### src/rtl/pwr_clamp_pkg.sv
// Shared types for the power clamp sequencer.
// Assumes: a single core's switch, one request in flight at a time.
package pwr_clamp_pkg;
    typedef enum logic [1:0] {
        ST_IDLE = 2'd0,
        ST_STEP = 2'd1,
        ST_DONE = 2'd2
    } clamp_state_t;

    // Number of values in the open ladder.
    localparam int LADDER_LEN = 5;
endpackage

### src/rtl/clamp_ladder_rom.sv
// Maps a ladder index to the switch word applied at that step.
// Each step clears more low bits: 0, 1, 3, 4, then all of them.
// Assumes WORD_W >= 5; indices past the last step give all zeros.
module clamp_ladder_rom #(
    parameter int WORD_W = 8,
    parameter int IDX_W  = 3
) (
    input  logic [IDX_W-1:0]  idx,
    output logic [WORD_W-1:0] word
);
    localparam logic [WORD_W-1:0] ONES = '1;

    // Combinational step decode.
    always_comb begin
        case (idx)
            IDX_W'(0): word = ONES;
            IDX_W'(1): word = ONES << 1;
            IDX_W'(2): word = ONES << 3;
            IDX_W'(3): word = ONES << 4;
            default:   word = '0;
        endcase
    end
endmodule

### src/rtl/dwell_timer.sv
// Down-counter that enforces the dwell of one step.
// A load sets the count to DWELL-1. expired is high in the last cycle
// of the dwell, so the owner advances on that edge.
// Assumes DWELL >= 1.
module dwell_timer #(
    parameter int DWELL = 20
) (
    input  logic clk,
    input  logic rst_n,
    input  logic load,
    output logic expired
);
    localparam int CNT_W = $clog2(DWELL + 1);
    localparam logic [CNT_W-1:0] START = CNT_W'(DWELL - 1);

    logic [CNT_W-1:0] cnt;

    // Load on request, otherwise count down and stop at zero.
    always_ff @(posedge clk) begin
        if (!rst_n)
            cnt <= '0;
        else if (load)
            cnt <= START;
        else if (cnt != '0)
            cnt <= cnt - CNT_W'(1);
    end

    assign expired = (cnt == '0);

    // a fresh load always starts a full dwell
    a_r3_load_starts_dwell: assert property (@(posedge clk) disable iff (!rst_n)
        load |=> (cnt == START));
endmodule

### src/rtl/clamp_sequencer.sv
// Staged power clamp sequencer for one core's power switch.
// Accepts open and close requests while idle. An open request walks the
// switch word down a five-step ladder, holding each value for one dwell,
// unless the word is already all zeros. A close request returns the word
// to all ones and dwells once.
// Assumes: req_valid is a strobe and is ignored while busy.
module clamp_sequencer
    import pwr_clamp_pkg::*;
#(
    parameter int WORD_W        = 8,
    parameter int CYCLES_PER_US = 50,
    parameter int DWELL_US      = 10
) (
    input  logic              clk,
    input  logic              rst_n,
    input  logic              req_valid,
    input  logic              req_on,
    output logic              busy,
    output logic              done,
    output logic              already_open,
    output logic [WORD_W-1:0] switch_word
);
    localparam int DWELL = DWELL_US * CYCLES_PER_US;
    localparam int IDX_W = $clog2(LADDER_LEN);
    localparam logic [IDX_W-1:0] LAST_IDX = IDX_W'(LADDER_LEN - 1);
    localparam logic [WORD_W-1:0] CLOSED = '1;

    clamp_state_t      state;
    logic [IDX_W-1:0]  idx;
    logic [IDX_W-1:0]  idx_next;
    logic [WORD_W-1:0] next_word;
    logic              skip_q;
    logic              tmr_load;
    logic              tmr_expired;
    logic              is_open;
    logic              accept;

    assign idx_next = idx + IDX_W'(1);
    assign is_open  = (switch_word == '0);
    assign accept   = (state == ST_IDLE) && req_valid;

    clamp_ladder_rom #(.WORD_W(WORD_W), .IDX_W(IDX_W)) i_rom (
        .idx  (idx_next),
        .word (next_word)
    );

    // Start a dwell on each new step, but not on a skipped open.
    assign tmr_load = (accept && !(req_on && is_open)) ||
                      ((state == ST_STEP) && tmr_expired && (idx != LAST_IDX));

    dwell_timer #(.DWELL(DWELL)) i_timer (
        .clk     (clk),
        .rst_n   (rst_n),
        .load    (tmr_load),
        .expired (tmr_expired)
    );

    // Sequencer state, ladder index, switch word and skip flag.
    always_ff @(posedge clk) begin
        if (!rst_n) begin
            state       <= ST_IDLE;
            idx         <= '0;
            switch_word <= CLOSED;
            skip_q      <= 1'b0;
        end else begin
            case (state)
                ST_IDLE: begin
                    skip_q <= 1'b0;
                    if (req_valid) begin
                        if (req_on && is_open) begin
                            state  <= ST_DONE;
                            skip_q <= 1'b1;
                        end else begin
                            state       <= ST_STEP;
                            switch_word <= CLOSED;
                            idx         <= req_on ? '0 : LAST_IDX;
                        end
                    end
                end
                ST_STEP: begin
                    if (tmr_expired) begin
                        if (idx == LAST_IDX) begin
                            state <= ST_DONE;
                        end else begin
                            idx         <= idx_next;
                            switch_word <= next_word;
                        end
                    end
                end
                default: begin
                    state  <= ST_IDLE;
                    skip_q <= 1'b0;
                end
            endcase
        end
    end

    assign busy         = (state != ST_IDLE);
    assign done         = (state == ST_DONE);
    assign already_open = skip_q && done;

    // done never appears outside a busy period
    a_r6_done_within_busy: assert property (@(posedge clk) disable iff (!rst_n)
        done |-> busy);
    // done is a single-cycle pulse
    a_r6_done_single: assert property (@(posedge clk) disable iff (!rst_n)
        done |=> !done);
    // the skip flag only appears with a completion
    a_r8_open_with_done: assert property (@(posedge clk) disable iff (!rst_n)
        already_open |-> (done && switch_word == '0));
    // leaving 0xFE while stepping can only lead to 0xF8
    a_r2_fe_then_f8: assert property (@(posedge clk) disable iff (!rst_n)
        ($past(switch_word) == WORD_W'(8'hFE) && switch_word != WORD_W'(8'hFE))
        |-> (switch_word == WORD_W'(8'hF8)));
    // inside a sequence the word only moves when the dwell has ended
    a_r3_move_on_expiry: assert property (@(posedge clk) disable iff (!rst_n)
        ($past(state) == ST_STEP && switch_word != $past(switch_word))
        |-> $past(tmr_expired));
    // a request while busy does not restart the sequence
    a_r7_busy_ignores: assert property (@(posedge clk) disable iff (!rst_n)
        (busy && !done) |=> busy);
endmodule

### config.mk
export PLATFORM = sky130hd
export DESIGN_NAME = clamp_sequencer
export DESIGN_NICKNAME = d
export VERILOG_FILES = /design/src/rtl/pwr_clamp_pkg.sv /design/src/rtl/clamp_ladder_rom.sv /design/src/rtl/dwell_timer.sv /design/src/rtl/clamp_sequencer.sv
export SDC_FILE = /design/constraint.sdc
export NUM_CORES = 1
export LEC_CHECK = 0
export ABC_AREA = 1
export BUFFER_PORTS_ARGS = -buffer_cell sky130_fd_sc_hd__buf_4
export CORE_ASPECT_RATIO = 0.8
export CORE_MARGIN = 4
export CORE_UTILIZATION = 30
export DETAILED_ROUTE_END_ITERATION = 8
export GPL_TIMING_DRIVEN = 0
export SLEW_MARGIN = 5
export SYNTH_ARGS = -nofsm -noshare
export SYNTH_HDL_FRONTEND = slang
export SYNTH_HIERARCHICAL = 1
export SYNTH_SLANG_ARGS = --single-unit
### constraint.sdc
create_clock -name clk -period 2.02 [get_ports clk]
set_input_delay 0.202 -clock clk [delete_from_list [all_inputs] [get_ports clk]]
set_output_delay 0.202 -clock clk [all_outputs]
set_load 0.005 [all_outputs]
==> results.md, run 1 <==
* Status: finished, final reports clean
* First-pass GRT wire length at 4800 um
* LEAKAGE at 0.752 nW
* CP Max Fanout at 8
* Routed via count at 1225
* ANT cells at 0
* Mapped Area at 0.00133 mm^2
* Total gr overflow at 0
* Die Wd at 82.5 um
* Worst slew pin tran at 460 ps
* M2 GR Usage at 0.198
* CP most frequent cell: nand2_4
* Worst vdd ir at 0.433 mV
* Port-buffer cells at 14
* Worst R2R Setup Slack at 150 ps
* Slew margin rel. at 0.693
* Post-layout minimum cycle time at 1870 ps
* Clk_skew at 2.05 ps
* FP Rows at 21
* Layout area overhead at 19.2%
* Pin count of the biggest net entering global routing at 14
* Syn Area/Cell at 6.86 um^2
* GPL Wtd Cong at 0.792
* Crit end category: flop
* H-tree depth at 1
* Min-delay worst type: input port to flop
* Dpl ws at -122 ps
* CTS Buffer Depth at 2
* Seq/Total Area, Yosys at 0.346
* DIE AREA at 0.00557 mm^2
* Crit path DAT at 2070 ps
* Worst EP required at 2220 ps
* Starting Density at 0.315
* Slowest-stage cell, CP: dfxtp_1
* R2R depth at 13
* #FFs+latches synth at 23
* GRT Total Usage at 0.111
* Core Footprint at 0.00423 mm^2
* CTS tree: done
* Most common cell after layout, fill and taps aside: nand2_1
* Netlist cell types at 27
* Layout cells sized above 1 at 0.248
* CP peak stage delay at 360 ps
* Crit path to: i_timer/cnt[3]
* Average vias per placed instance at 4.52
* Final setup violation count at 0
* Yosys warns at 6
* Syn nets at 201
* Worst Setup SP: i_timer/cnt[1]
* Fin. Hold Viols at 0
* Busiest grt layer: met2
* Chip height at 67.6 um
* Final instance area at 0.00159 mm^2
* Number of hold buffers added after CTS at 0
* Pwr per Cell Area at 1020 mW/mm^2
* Period utilisation layout at 0.926
* Worst reg2reg path startpoint: i_timer/cnt[1]
* Initial antenna violation count at 0
* Worst reg2reg endpoint: i_timer/cnt[3]
* Clock Sink Count at 23
* Clock Latency Late Sink at 270 ps
* Residual DRC count at 0
* 1st-pass router iterations at 4
* CTS clk-pin slew, worst paths at 90 ps
* Routed len/inst at 10.5 um
* Maximum clock rate at 535 MHz
* Worst path top cell family by delay: simple AND/OR/NAND/NOR gates
* Final worst slack at 150 ps
* Maxcap violations at 0
* Vias in the first global route at 1105
* CTS Buf Count at 3
* RSZ-0062 raised after global routing: false
* Commonest cells after routing, fill and taps aside: nand2_1 (38), nand3_1 (33), dfxtp_1 (23), inv_1 (22), buf_4 (20)
* CP Buf/Inv Count at 4
* Worst path depth at 13
* Crit path cell chain: inv_1 > ha_4 > nand2_4 > nor2_8 > nand2_4 > inv_2 > nor2_2 > a21oi_4 > nand2_4 > inv_1 > inv_2 > nand2_1 > a211oi_2
* Post-Syn Instances at 194
* I/O pin cnt at 15
* Post-Route WL at 2840 um
* DP Area at 0.00151 mm^2
* HPWL Detailed at 2140 um
* CP Launch Type: flop
* Routing usage on met3 at 0.0320
* GRT met1 Usage at 0.135
* WS Path Type: flop to flop
* Max Transition Viols Final at 0
* Clock root buffer: clkbuf_8
* ANT nets after route at 0
* Initial drt markers at 28
* Nets at 222
* Post-layout util at 0.375
where the power goes:
part           switching, mW  internal [mW]  total [mW]
clock                  0.160          0.138       0.297
sequential            0.0827          0.544       0.626
combinational          0.381          0.311       0.692
total                  0.623          0.992        1.62
tightest hold or removal path, stage by stage:
cell	delay [ps]
buf_4	130
nand2_1	60
inv_1	40
area by class of cell:
| class | instances | area [um^2] |
|---|---|---|
| timing repair buffer | 16 | 120 |
| tap | 57 | 71.3 |
| fill | 447 | 2640 |
| buffer | 7 | 50.0 |
| sequential | 23 | 460 |
| clock buffer | 3 | 41.3 |
| clock inverter | 1 | 5.00 |
| inverter | 27 | 101 |
| multi-input combinational | 137 | 737 |
metrics by stage:
stage | instances | hold slack [ps] | setup TNS (ps) | power (mW)
after floorplan | 194 | 300 | 0 | 1.14
after global placement | 265 | 458 | -405 | 1.29
after detailed placement | 265 | 462 | -512 | 1.30
after CTS | 269 | 177 | 0 | 1.61
after global routing | 271 | 185 | 0 | 1.76
final | 271 | 181 | 0 | 1.62
logic make-up after synthesis:
family	after synthesis	share of synthesized area
flops	23	0.346
fa+ha+maj	3	0.0282
compound gates	20	0.0902
xor+xnor	1	0.00658
buf+inv	34	0.114
simple gates	113	0.415
metal layers:
metal,vias up,share of wire
li1,660,-
met1,555,0.49
met2,8,0.49
met3,2,0.020
met4,0,0.0046
met5,-,0
registers in the layout, indices dropped and copies added, names as in the netlist:
name / flops
state: 2
switch_word: 8
skip_q: 1
idx: 3
i_timer/cnt: 9
Yosys cell counts:
master,instances,share of area
dfxtp_1,23,0.35
nand2_4,2,0.017
ha_1,3,0.028
xnor2_1,1,0.0066
nor3_1,2,0.0075
buf_2,1,0.0038
inv_2,3,0.0085
a31oi_1,1,0.0047
or2_2,8,0.038
o21ai_0,5,0.019
a211oi_2,1,0.0094
buf_4,4,0.023
nor3b_1,1,0.0056
a21oi_4,1,0.012
nor2_8,1,0.015
nand2_2,3,0.014
clkbuf_1,1,0.0028
nor2_2,4,0.019
a21oi_1,12,0.045
nand3_1,33,0.12
nor2_4,1,0.0085
nand2_1,38,0.11
nand4_1,1,0.0047
buf_6,1,0.0085
nor2_1,18,0.051
inv_1,24,0.068
or2_0,1,0.0047
worst min path at each step:
stage / startpoint / slack (ps) / end / cells past startpoint
2_1_floorplan: rst_n / 300 / i_timer/cnt[0] / 2
3_3_place_gp: skip_q / 460 / skip_q / 2
3_5_place_dp: rst_n / 460 / i_timer/cnt[1] / 3
4_1_cts: rst_n / 180 / i_timer/cnt[1] / 3
5_1_grt: rst_n / 190 / i_timer/cnt[1] / 3
6_report: rst_n / 180 / i_timer/cnt[0] / 3
timing repair:
item                                    CTS  global route
setup buffers                             0             2
endpoints found under the setup margin    9            15
pin swaps                                 0             0
resized for setup                         3             2
(Power assumes the default switching activity.)
==> run 2, diff against run 1 <==
RECOVER_POWER = 100   (was unset)
SYNTH_HIERARCHICAL = unset   (was 1)
==> results.md, run 2 <==
* Routed via count at 1021 (-17%)
* Maxcap violations at 0 (unchanged)
* Clock Latency Late Sink at 250 ps (-20 ps)
* Fin cells at 236 (-13%)
* Residual DRC count at 0 (unchanged)
* Synth top area share at 0.326 (-0.0200)
* Maximum clock rate at 589 MHz (+10%)
* Crit path DAT at 1900 ps (-170 ps)
* TNS Setup at 0 ps (unchanged)
* Worst slew pin tran at 465 ps (+5.03 ps)
* Yosys warns at 0 (-6)
* 1st-pass router iterations at 4 (unchanged)
* Clock share of power at 0.186 (+0.002)
* Min-delay worst type: input port to flop
* Post-Syn Instances at 166 (-14%)
* Post-CTS resize count at 0 (-3)
* Number of hold buffers added after CTS at 0 (unchanged)
* Layout fillers at 388 (-13%)
* Post-Route WL at 2410 um (-15%)
* Netlist cell types at 27 (unchanged)
* Switching Share at 0.398 (+0.0124)
* Slew margin rel. at 0.690 (-0.00335)
* Commonest cells after routing, fill and taps aside: nand2_1 (29), inv_1 (26), nor2_1 (24), nand3_1 (21), dfxtp_1 (19)
* Max reg flops at 9 (unchanged)
* DP Area at 0.00134 mm^2 (-11%)
* ANT cells at 0 (unchanged)
* Chip height at 63.8 um (-5.6%)
* Largest registers: i_timer.cnt: 9 flops, switch_word: 4 flops, idx: 3 flops
* Async SR Flop Fraction at 0 (unchanged)
* Mapped Area at 0.00117 mm^2 (-12%)
* CTS clk-pin slew, worst paths at 70 ps (-20 ps)
* FP Rows at 19 (-9.5%)
* Status: finished, final reports clean
* Layout cells sized above 1 at 0.163 (-0.0846)
* H-tree depth at 1 (unchanged)
* Multi-input gate area at 624 um^2 (-15%)
* Worst vdd ir at 0.296 mV (-32%)
* Clock root buffer: clkbuf_8
* Syn nets at 176 (-12%)
* Clock Sink Count at 19 (-17%)
* Pwr per Cell Area at 1030 mW/mm^2 (+1.6%)
* Period utilisation layout at 0.840 (-0.0855)
* Post-synth EDFFs at 0 (unchanged)
* Post-CTS Setup Inserts at 0 (unchanged)
* ANT nets after route at 0 (unchanged)
* Fin. Hold Viols at 0 (unchanged)
* RSZ-0062 raised after global routing: false
* Initial drt markers at 25 (-11%)
* Post-Place Cells at 232 (-12%)
* Port-buffer cells at 14 (unchanged)
* Clk_skew at 2.71 ps (+0.657 ps)
* Top cells by area, synth: dfxtp_1 (33%), nand2_1 (9.0%), nand3_1 (9.0%)
* Average vias per placed instance at 4.33 (-4.3%)
* Storage element area at 380 um^2 (-17%)
* Worst EP required at 2220 ps (about the same)
* Cell-internal power at 0.851 mW (-14%)
* Routed len/inst at 10.2 um (-2.4%)
* Most common cell after layout, fill and taps aside: nand2_1
* CTS tree: done
* Layout area overhead at 17.0%
* Max Transition Viols Final at 0 (unchanged)
* CP Launch Type: flop
* Combinational Power Share at 0.440 (+0.012)
* Total gr overflow at 0 (unchanged)
* CP Max Fanout at 10 (+2)
* LEAKAGE at 0.690 nW (-8.3%)
* Vias in the first global route at 930 (-16%)
* CTS Buf Count at 3 (unchanged)
* Count leader, synth: nand2_1
* Initial antenna violation count at 0 (unchanged)
* Biggest register: i_timer.cnt
* Leading area contributor after synthesis: dfxtp_1
* Starting Density at 0.325 (+0.0105)
* CTS Buffer Depth at 2 (unchanged)
* Final instance area at 0.00137 mm^2 (-14%)
* GPL Wtd Cong at 0.807 (+1.9%)
* Final setup violation count at 0 (unchanged)
* WS Path Type: flop to flop
* First-pass GRT wire length at 4240 um (-12%)
* Crit end category: flop
* DIE AREA at 0.00496 mm^2 (-11%)
* I/O pin cnt at 15 (unchanged)
* GRT Total Usage at 0.105 (-0.00620)
* Top FF cell, synth: dfxtp_1
* Post-layout minimum cycle time at 1700 ps (-173 ps)
* Core Footprint at 0.00359 mm^2 (-15%)
* Seq/Total Area, Yosys at 0.326 (-0.0200)
* Synth cell count leaders: nand2_1 (28), inv_1 (26), nand3_1 (21)
* Pin count of the biggest net entering global routing at 11 (-3)
* #FFs+latches synth at 19 (-17%)
* Power share of the sequential group at 0.374 (-0.014)
* Die Wd at 77.7 um (-5.7%)
* Switching pwr at 0.563 mW (-9.7%)
* Nets at 195 (-12%)
* Syn Area/Cell at 7.03 um^2 (+2.5%)
* HPWL Detailed at 1810 um (-15%)
[run 2: cell count changes after synthesis, sizes merged, moves of 6 or more]
| cell | before | now |
|---|---|---|
| nand2 | 43 | 32 |
| nand3 | 33 | 23 |
| or2 | 9 | 0 |
| a21oi | 13 | 7 |
[run 2: cells by family (layout without fill, tap and decap cells)]
logic type / count (synthesis) / in the layout / share of synthesized area
adders and majority gates: 6 / 6 / 0.0643
and+or+nand+nor: 88 / 88 / 0.383
AOI/OAI and AO/OA: 17 / 17 / 0.0761
buffers and inverters: 33 / 51 / 0.129
xor gates and xnor gates: 3 / 3 / 0.0225
DFF: 19 / 19 / 0.326
[run 2: metal layers]
metal / wire, um / track usage / vias to the layer above
li1: - / - / 558
met1: 1310 / 0.142 / 443
met2: 956 / 0.156 / 18
met3: 117 / 0.0365 / 2
met4: 27 / 0.0356 / 0
met5: 0 / 0 / -
[run 2: final timing paths]
| check | from | endpoint | slack (ps) | depth (start not counted) |
|---|---|---|---|---|
| hold / removal | req_valid | skip_q | 230 | 3 |
| hold reg to reg | skip_q | skip_q | 470 | 2 |
| setup / recovery | idx[0] | i_timer.cnt[8] | 320 | 10 |
| setup reg to reg | idx[0] | i_timer.cnt[8] | 320 | 10 |
[run 2: final cells by class]
type,count,share of cell area
plain buffers,6,0.0357
flip-flops and latches,19,0.278
multi-input cells,114,0.457
clock buffers,4,0.0330
well taps,52,0.0476
repair buffers,14,0.0742
inverters,27,0.0742
[run 2: per-stage QoR]
| stage | utilization | total power [mW] | worst slack, ps | hold slack [ps] |
|---|---|---|---|---|
| final | 0.381 | 1.41 | 323 | 231 |
| after global routing | 0.381 | 1.56 | 129 | 222 |
| after CTS | 0.385 | 1.46 | 382 | 223 |
| after detailed placement | 0.373 | 1.19 | 433 | 463 |
| after global placement | 0.373 | 1.18 | 447 | 454 |
| after floorplan | - | 1.03 | 615 | 345 |
[run 2: power by group through the flow]
stage / registers (mW) / logic, mW / clock network (mW)
2_1_floorplan: 0.522 / 0.505 / 0
3_3_place_gp: 0.536 / 0.643 / 0
3_5_place_dp: 0.538 / 0.650 / 0
4_1_cts: 0.529 / 0.655 / 0.280
5_1_grt: 0.542 / 0.726 / 0.293
6_report: 0.529 / 0.622 / 0.262
[run 2: critical path, stage by stage, from the launching register on]
cell     delay, ps
dfxtp_1        400
inv_1          100
ha_1           210
nand2_1         60
inv_1           30
nor2_1         240
nand3_4        190
nand2_4        110
buf_8          130
o21ai_0         70
inv_1           80
==> run 3, diff against run 2 <==
clock period = 1.6 ns   (was 2.02 ns; I/O delays follow)
==> results.md, run 3 (synthesis results as in run 2) <==
* Clock Sink Count at 19 (unchanged)
* Die Wd at 77.7 um (unchanged)
* Biggest register: i_timer.cnt
* Commonest cells after routing, fill and taps aside: nand2_1 (28), inv_1 (26), nor2_1 (22), nand3_1 (21), dfxtp_1 (17)
* Worst reg2reg endpoint: switch_word[0]
* Crit path DAT at 1600 ps (-300 ps)
* RSZ-0062 raised after global routing: false
* Status: finished, final reports clean
* I/O pin cnt at 15 (unchanged)
* HPWL Detailed at 1810 um (unchanged)
* Chip height at 63.8 um (unchanged)
* Worst reg2reg path startpoint: idx[0]
* Worst R2R Setup Slack at 120 ps (-200 ps)
* 1st-pass router iterations at 4 (unchanged)
* Pwr per Cell Area at 1290 mW/mm^2 (+25%)
* Worst slew pin tran at 473 ps (+8.44 ps)
* DP Area at 0.00134 mm^2 (unchanged)
* Final hold slack at 189 ps (-41.6 ps)
* CTS clk-pin slew, worst paths at 70 ps (about the same)
* Nets at 197 (+1.0%)
* Final Total Pwr at 1.83 mW (+29%)
* Layout cells sized above 1 at 0.204 (+0.0413)
* Dpl ws at 13.2 ps (-420 ps)
* Max Transition Viols Final at 0 (unchanged)
* Crit end category: flop
* CP Launch Type: flop
* M2 GR Usage at 0.156 (unchanged)
* FP Rows at 19 (unchanged)
* TNS Setup at 0 ps (unchanged)
* Maximum clock rate at 678 MHz (+15%)
* Clk_skew at 3.07 ps (+0.359 ps)
* Routed via count at 1014 (-0.69%)
* First-pass GRT wire length at 4230 um (-0.33%)
* GPL Wtd Cong at 0.807 (unchanged)
* ANT nets after route at 0 (unchanged)
* Final worst slack at 125 ps (-198 ps)
* Most common cell after layout, fill and taps aside: nand2_1
* R2R depth at 9 (-1)
* Worst Hold End: skip_q
* Average vias per placed instance at 4.26 (-1.5%)
* Worst hold stages at 3 (unchanged)
* DIE AREA at 0.00496 mm^2 (unchanged)
* Final setup violation count at 0 (unchanged)
* Clock Latency Late Sink at 250 ps (about the same)
* Port-buffer cells at 14 (unchanged)
* Number of hold buffers added after CTS at 0 (unchanged)
* Worst vdd ir at 0.375 mV (+26%)
* Worst EP required at 1720 ps (-500 ps)
* Maxcap violations at 0 (unchanged)
* Post-layout minimum cycle time at 1480 ps (-222 ps)
* Fin cells at 238 (+0.85%)
* Initial antenna violation count at 0 (unchanged)
* CTS tree: done
* Clock root buffer: clkbuf_8
* GRT Total Usage at 0.105 (-0.000297)
* Layout area overhead at 21.1%
* Final instance area at 0.00141 mm^2 (+3.5%)
* LEAKAGE at 0.702 nW (+1.7%)
* Fin. Hold Viols at 0 (unchanged)
* Period utilisation layout at 0.922 (+0.0817)
* H-tree depth at 1 (unchanged)
* Max reg flops at 9 (unchanged)
* Post-layout util at 0.394 (+0.0132)
* Post-Place Cells at 232 (unchanged)
* Residual DRC count at 0 (unchanged)
* CTS Buffer Depth at 2 (unchanged)
* Pin count of the biggest net entering global routing at 11 (unchanged)
* Starting Density at 0.325 (unchanged)
* Vias in the first global route at 927 (-0.32%)
* Routed len/inst at 10.2 um (-0.39%)
* CTS Buf Count at 3 (unchanged)
* CP Max Fanout at 8 (-2)
* Post-Route WL at 2420 um (+0.46%)
* Min-delay worst type: input port to flop
* Routing usage on met3 at 0.0365 (unchanged)
* Total gr overflow at 0 (unchanged)
* ANT cells at 0 (unchanged)
* Initial drt markers at 41 (+64%)
* Core Footprint at 0.00359 mm^2 (unchanged)
* Slew margin rel. at 0.684 (-0.00563)
* Largest registers: i_timer.cnt: 9 flops, switch_word: 4 flops, idx: 3 flops
* Min-delay src: req_valid
* WS Path Type: flop to flop
* Busiest grt layer: met2
* GRT met1 Usage at 0.141 (-0.000852)
==> run 3: area by class of cell <==
class | instances | area, um^2
Multi-Input combinational cell | 114 | 649
Timing Repair Buffer | 16 | 116
Buffer | 6 | 48.8
Clock buffer | 4 | 45.0
Fill cell | 377 | 2180
Inverter | 27 | 101
Sequential cell | 19 | 388
Tap cell | 52 | 65.1
==> run 3: timing repair <==
action,CTS,global route
pin swaps,0,1
setup buffers,0,2
endpoints found under the setup margin,10,15
gates resized for setup,2,5
==> run 3: report_power, final <==
part	total [mW]	internal [mW]	switching, mW
registers	0.672	0.577	0.0952
clock network	0.331	0.177	0.155
logic	0.825	0.347	0.478
total	1.83	1.10	0.728
==> run 3: worst max-delay path by stage <==
stage          startpoint        endpoint  slack, ps  cells after the start
2_1_floorplan      idx[0]          idx[1]        200                     10
3_3_place_gp       idx[0]          idx[1]         30                     10
3_5_place_dp       idx[0]          idx[1]         10                     10
4_1_cts            idx[0]  switch_word[2]         30                     10
5_1_grt            idx[0]  switch_word[2]         10                     10
6_report           idx[0]  switch_word[0]        120                      9
==> run 3: worst max-delay path, cell delays in order (launching register included) <==
cell and delay, ps:
dfxtp_4 370, inv_1 70, ha_1 210, nand2_1 70, inv_1 60, nor2_4 120, nand3_4 150, buf_4 180
nand3_1 60, nand3_1 80
==> run 3: per-layer routing <==
| layer | vias to the layer above | wire length (um) |
|---|---|---|
| met5 | - | 0 |
| li1 | 561 | - |
| met4 | 0 | 27 |
| met1 | 433 | 1330 |
| met3 | 2 | 113 |
| met2 | 18 | 947 |
